===== src/rtl/punc_pkg.sv =====
package punc_pkg;
  localparam int RATE_W = 3;
  localparam int PAT_W  = 10;              // longest pattern
  localparam int POS_W  = $clog2(PAT_W);

  typedef logic [RATE_W-1:0] rate_t;
  typedef logic [POS_W-1:0]  pos_t;
  typedef logic [PAT_W-1:0]  pat_t;

  // Rows are left-aligned: the leftmost character is position 0.
  function automatic pat_t sys_row(rate_t r);
    case (r)
      3'd1:    return 10'b1101000000;
      3'd2:    return 10'b1100000000;
      3'd3:    return 10'b1011000000;
      3'd4:    return 10'b1110001110;
      default: return 10'b1000000000;
    endcase
  endfunction

  function automatic pat_t par_row(rate_t r);
    case (r)
      3'd1:    return 10'b1111110000;
      3'd2:    return 10'b1010000000;
      3'd3:    return 10'b0110000000;
      3'd4:    return 10'b0100110111;
      default: return 10'b1000000000;
    endcase
  endfunction

  function automatic pos_t pat_len(rate_t r);
    case (r)
      3'd1:    return pos_t'(6);
      3'd2:    return pos_t'(3);
      3'd3:    return pos_t'(4);
      3'd4:    return pos_t'(10);
      default: return pos_t'(1);
    endcase
  endfunction

  function automatic logic row_bit(pat_t row, pos_t pos);
    pos_t idx;
    if (pos > pos_t'(PAT_W - 1)) return 1'b0;
    idx = pos_t'(PAT_W - 1) - pos;
    return row[idx];
  endfunction

  function automatic pos_t step_pos(pos_t pos, logic wrap);
    return wrap ? '0 : pos + pos_t'(1);
  endfunction
endpackage


===== src/rtl/punc_pattern.sv =====
module punc_pattern
  import punc_pkg::*;
(
  input  rate_t rate,
  input  pos_t  pos,
  output logic  keep_sys,
  output logic  keep_par,
  output logic  last_pos
);
  localparam pos_t ONE = pos_t'(1);

  always_comb begin
    keep_sys = row_bit(sys_row(rate), pos);
    keep_par = row_bit(par_row(rate), pos);
    last_pos = (pos == pat_len(rate) - ONE);
  end
endmodule


===== src/rtl/punc_poscnt.sv =====
module punc_poscnt
  import punc_pkg::*;
(
  input  logic  clk,
  input  logic  rst_n,
  input  logic  advance,
  input  logic  sob,
  input  rate_t rate_in,
  input  logic  last_pos,
  output rate_t eff_rate,
  output pos_t  eff_pos
);
  rate_t rate_q;
  pos_t  pos_q;

  assign eff_rate = sob ? rate_in : rate_q;
  assign eff_pos  = sob ? '0 : pos_q;

  always_ff @(posedge clk or negedge rst_n) begin
    if (!rst_n) begin
      rate_q <= '0;
      pos_q  <= '0;
    end else if (advance) begin
      rate_q <= eff_rate;
      pos_q  <= step_pos(eff_pos, last_pos);
    end
  end


  pos_range_chk: assert property (@(posedge clk) disable iff (!rst_n)
    pos_q < pat_len(rate_q));


  restart_step_chk: assert property (@(posedge clk) disable iff (!rst_n)
    (advance && sob && !last_pos) |=> (pos_q == pos_t'(1)));


  rate_hold_chk: assert property (@(posedge clk) disable iff (!rst_n)
    (advance && !sob) |=> (rate_q == $past(rate_q)));
endmodule


===== src/rtl/punc_serializer.sv =====
module punc_serializer (
  input  logic clk,
  input  logic rst_n,
  input  logic in_valid,
  input  logic in_sys,
  input  logic in_par,
  input  logic keep_sys,
  input  logic keep_par,
  input  logic out_ready,
  output logic in_ready,
  output logic out_valid,
  output logic out_bit,
  output logic pair_done
);
  logic par_pending_q;   // systematic bit already sent, parity still due
  logic sys_fire;        // systematic bit leaves while parity is also kept

  always_comb begin
    in_ready  = 1'b0;
    out_valid = 1'b0;
    out_bit   = 1'b0;
    if (par_pending_q) begin
      out_valid = in_valid;
      out_bit   = in_par;
      in_ready  = out_ready;
    end else if (keep_sys) begin
      out_valid = in_valid;
      out_bit   = in_sys;
      in_ready  = out_ready && !keep_par;
    end else if (keep_par) begin
      out_valid = in_valid;
      out_bit   = in_par;
      in_ready  = out_ready;
    end else begin
      in_ready  = 1'b1;
    end
  end

  assign pair_done = in_valid && in_ready;
  assign sys_fire  = !par_pending_q && keep_sys && keep_par && in_valid && out_ready;

  always_ff @(posedge clk or negedge rst_n) begin
    if (!rst_n)         par_pending_q <= 1'b0;
    else if (pair_done) par_pending_q <= 1'b0;
    else if (sys_fire)  par_pending_q <= 1'b1;
  end


  no_orphan_out_chk: assert property (@(posedge clk) disable iff (!rst_n)
    out_valid |-> in_valid);


  hold_pair_chk: assert property (@(posedge clk) disable iff (!rst_n)
    sys_fire |-> !in_ready);


  drop_fast_chk: assert property (@(posedge clk) disable iff (!rst_n)
    (in_valid && !par_pending_q && !keep_sys && !keep_par) |-> (in_ready && !out_valid));


  par_follows_chk: assert property (@(posedge clk) disable iff (!rst_n)
    sys_fire |=> (out_valid && out_bit == $past(in_par)));
endmodule


===== src/rtl/rot_puncturer.sv =====
module rot_puncturer
  import punc_pkg::*;
(
  input  logic              clk,
  input  logic              rst_n,
  input  logic              in_valid,
  output logic              in_ready,
  input  logic              in_sys,
  input  logic              in_par,
  input  logic              in_sob,
  input  logic [RATE_W-1:0] in_rate,
  output logic              out_valid,
  input  logic              out_ready,
  output logic              out_bit
);
  rate_t eff_rate;
  pos_t  eff_pos;
  logic  keep_sys, keep_par, last_pos, pair_done;

  punc_poscnt u_poscnt (
    .clk      (clk),
    .rst_n    (rst_n),
    .advance  (pair_done),
    .sob      (in_sob),
    .rate_in  (in_rate),
    .last_pos (last_pos),
    .eff_rate (eff_rate),
    .eff_pos  (eff_pos)
  );

  punc_pattern u_pattern (
    .rate     (eff_rate),
    .pos      (eff_pos),
    .keep_sys (keep_sys),
    .keep_par (keep_par),
    .last_pos (last_pos)
  );

  punc_serializer u_ser (
    .clk       (clk),
    .rst_n     (rst_n),
    .in_valid  (in_valid),
    .in_sys    (in_sys),
    .in_par    (in_par),
    .keep_sys  (keep_sys),
    .keep_par  (keep_par),
    .out_ready (out_ready),
    .in_ready  (in_ready),
    .out_valid (out_valid),
    .out_bit   (out_bit),
    .pair_done (pair_done)
  );


  reset_quiet_chk: assert property (@(posedge clk) disable iff (!rst_n)
    !in_valid |-> !out_valid);
endmodule


===== config.mk =====
export PLATFORM = sky130hd
export DESIGN_NAME = rot_puncturer
export DESIGN_NICKNAME = d
export VERILOG_FILES = /design/src/rtl/punc_pkg.sv /design/src/rtl/punc_pattern.sv /design/src/rtl/punc_poscnt.sv /design/src/rtl/punc_serializer.sv /design/src/rtl/rot_puncturer.sv
export SDC_FILE = /design/constraint.sdc
export NUM_CORES = 1
export LEC_CHECK = 0
export ABC_AREA = 1
export BUFFER_PORTS_ARGS = -buffer_cell sky130_fd_sc_hd__clkbuf_2
export CORE_MARGIN = 5
export CORE_UTILIZATION = 60
export CTS_BUF_LIST = sky130_fd_sc_hd__clkbuf_2 sky130_fd_sc_hd__clkbuf_4 sky130_fd_sc_hd__clkbuf_8
export DETAILED_ROUTE_END_ITERATION = 12
export PLACE_DENSITY = 0.85
export SYNTH_ARGS = -nofsm -noshare
export SYNTH_HDL_FRONTEND = slang
export SYNTH_HIERARCHICAL = 1
export SYNTH_SLANG_ARGS = --single-unit

===== constraint.sdc =====
create_clock -name clk -period 4.05 [get_ports clk]
set_input_delay 0.81 -clock clk [delete_from_list [all_inputs] [get_ports clk]]
set_output_delay 0.81 -clock clk [all_outputs]
set_load 0.005 [all_outputs]

==> reports/qor.yml <==
place:
  place_ws_ps: 356
  dp_hpwl_mm: 1.36
  placement.io_buffers: 12
  dpl-instance-area_sq_um: 916
  gp_congestion: 0.899
global_route:
  grt_use_total_pct: 18.6
  grt_pass1_vias: 760
  grt_pass1_wl_mm: 2.97
  grt_overflow: 0
  antenna_found_initial: 0
  grt_max_degree: 13
pwr:
  leakage_nw: 0.526
  power_density_nw_per_um2: 647
  ir_drop_mv: 0.321
timing:
  worstMarginPinSlew_ps: 422
  min_period_over_period_pct: 91.7
  rsz0062_at_grt: "false"
  slew_headroom_pct: 71.7
  whs_ps: 398
  period_needed_ps: 3710
  drv_slew: 0
  setup_violations: 0
  final-hold-violation-count: 0
  fin_tns_setup_ps: 0
  fin_ws_ps: 338
  fmax_mhz: 269
  finClkSkew_ps: 3.29
clocking:
  cts_resized: 0
  cts-root-buf: "clkbuf_4"
  cts_buffers: 3
  clk_latency_ps: 240
  clock-sinks: 8
  clk_pin_slew_worst_paths_ps: 50
  cts_max_path_buffers: 2
  h-tree-depth: 1
  hold_buffers: 0
  post_cts_buffers: 0
  cts_tree: "built"
setup_path:
  rr_worst_depth: 19
  worstPathArrival_ps: 2900
  r2r_start: "u_poscnt/pos_q[1]"
  critical-path-max-stage-delay_ps: 400
  cp_cell_sequence: "clkbuf_2 > nor2_1 > inv_2 > ha_1 > xnor2_1 > inv_1 > a21oi_1 > nand2_1 > nand2_1 > nor2_1 > nor2_2 > nand2_2 > a21oi_1 > clkbuf_2"
  start_kind: "primary input"
  endpoint: "in_ready"
  cp-startpoint: "in_sob"
  crit_type: "primary input to primary output"
  worstPathRequired_ps: 3240
  end_kind: "primary output"
  slowest_stage: "nor2_1"
  r2r-end: "u_poscnt/pos_q[0]"
  ff2ff_setup_slack_ps: 1170
  crit_fanout: 12
final_layout:
  drive_above_1_share_pct: 24.3
  layout.nets: 163
  diodes: 0
  syn_to_final_growth_pct: 10.6
  stdcell_area_sq_um: 938
floorplanning:
  core_sq_um: 1320
  die_width_um: 47.6
  die_h_um: 47.6
  start_util_pct: 64.4
  num_rows: 13
  dieArea_sq_um: 2270
  ios: 13
min_path:
  holdCritPathClass: "primary input to asynchronous set/reset pin"
synth:
  synth_warnings: 6
  netlist_instances: 134
  synth_cell_types: 21
  synthesis.nets: 147
  ys_ff_latch: 8
  syn-mean-instance-area_sq_um: 6.33
  synth_area_sq_um: 848
  yosysSeqAreaShare_pct: 23.6
job:
  drv_cap: 0
routing:
  drcViolationCount: 0
  drtIter0Drc: 12
  via_per_inst: 5.10
  ant_nets: 0
  wl_per_cell_um: 9.71
  firstDrtPassIters: 4
  finalWirelength_mm: 1.58
  num_vias: 832
status:
  outcome: "complete, no violations"
kinds of logic (layout without fill, tap and decap cells):
group                    count (synthesis)  count (layout)  share of synthesized area [%]
AO/OA/AOI/OAI                           21              21                           14.0
AND/OR/NAND/NOR                         70              70                           38.9
adder cells (fa/ha/maj)                  3               3                           4.43
XOR/XNOR                                 6               6                           6.19
flip-flops                               8               8                           23.6
buffers and inverters                   26              40                           12.8
registers in the layout, indices dropped and copies added, names as in the netlist:
signal and flops:
u_poscnt/rate_q 3, u_ser/par_pending_q 1, u_poscnt/pos_q 4
how the worst min path moves through the flow:
stage / from / end / slack [ps] / depth (start not counted)
after floorplan: u_ser/par_pending_q / u_ser/par_pending_q / 490 / 2
after global placement: u_poscnt/pos_q[3] / u_poscnt/pos_q[3] / 510 / 2
after detailed placement: u_poscnt/rate_q[0] / u_poscnt/rate_q[0] / 530 / 2
after CTS: rst_n / u_poscnt/pos_q[3] / 390 / 1
after global routing: rst_n / u_poscnt/pos_q[1] / 400 / 1
final: rst_n / u_ser/par_pending_q / 400 / 1
layer usage:
metal,GRT usage [%],share of wire [%],vias up
met5,0,0,-
met4,9.14,0,0
met3,2.26,1.3,0
met2,30.7,52,6
met1,23.9,46,377
li1,-,-,449
metrics by stage:
step | power, W | std cells | utilization (%)
after global routing | 0.000684 | 163 | 71.2
final | 0.000607 | 163 | 71.2
after floorplan | 0.000466 | 134 | -
after global placement | 0.000545 | 160 | 69.5
after CTS | 0.000611 | 163 | 71.2
after detailed placement | 0.000552 | 160 | 69.5
cell usage after synthesis, drive strengths merged:
library cell / number / area (sq um)
a21oi: 6 / 30.0
buf: 2 / 18.8
dfrtp: 8 / 200
ha: 3 / 37.5
inv: 24 / 90.1
nand2: 41 / 174
nand3: 12 / 65.1
nand4: 1 / 6.26
nor2: 16 / 85.1
o21ai: 14 / 81.3
o21bai: 1 / 7.51
xnor2: 1 / 8.76
xor2: 5 / 43.8
where the power goes:
part           switching [W]  total (W)  internal [W]
sequential         0.0000118   0.000124      0.000112
combinational       0.000274   0.000429      0.000156
clock              0.0000207  0.0000542     0.0000335
layout make-up:
cell class | instances | area, sq um
fill | 103 | 379
clock buffer | 3 | 22.5
timing repair buffer | 13 | 67.6
sequential | 8 | 200
multi-input combinational | 100 | 539
inverter | 24 | 90.1
tap | 15 | 18.8
layout by cell type (no fill, tap or decap), drive strengths merged, types with 3 or more instances in the layout:
| cell type | synthesis | final |
|---|---|---|
| a21oi | 6 | 6 |
| clkbuf | 0 | 15 |
| dfrtp | 8 | 8 |
| ha | 3 | 3 |
| inv | 24 | 24 |
| nand2 | 41 | 41 |
| nand3 | 12 | 12 |
| nor2 | 16 | 16 |
| o21ai | 14 | 14 |
| xor2 | 5 | 5 |
critical path, delay by kind of cell:
kind	cells	cell delay (ps)
adder cells (fa/ha/maj)	1	240
AND/OR/NAND/NOR	6	780
AO/OA/AOI/OAI	2	250
buffers and inverters	4	570
XOR/XNOR	1	260
Power figures use the tool's default switching activity.
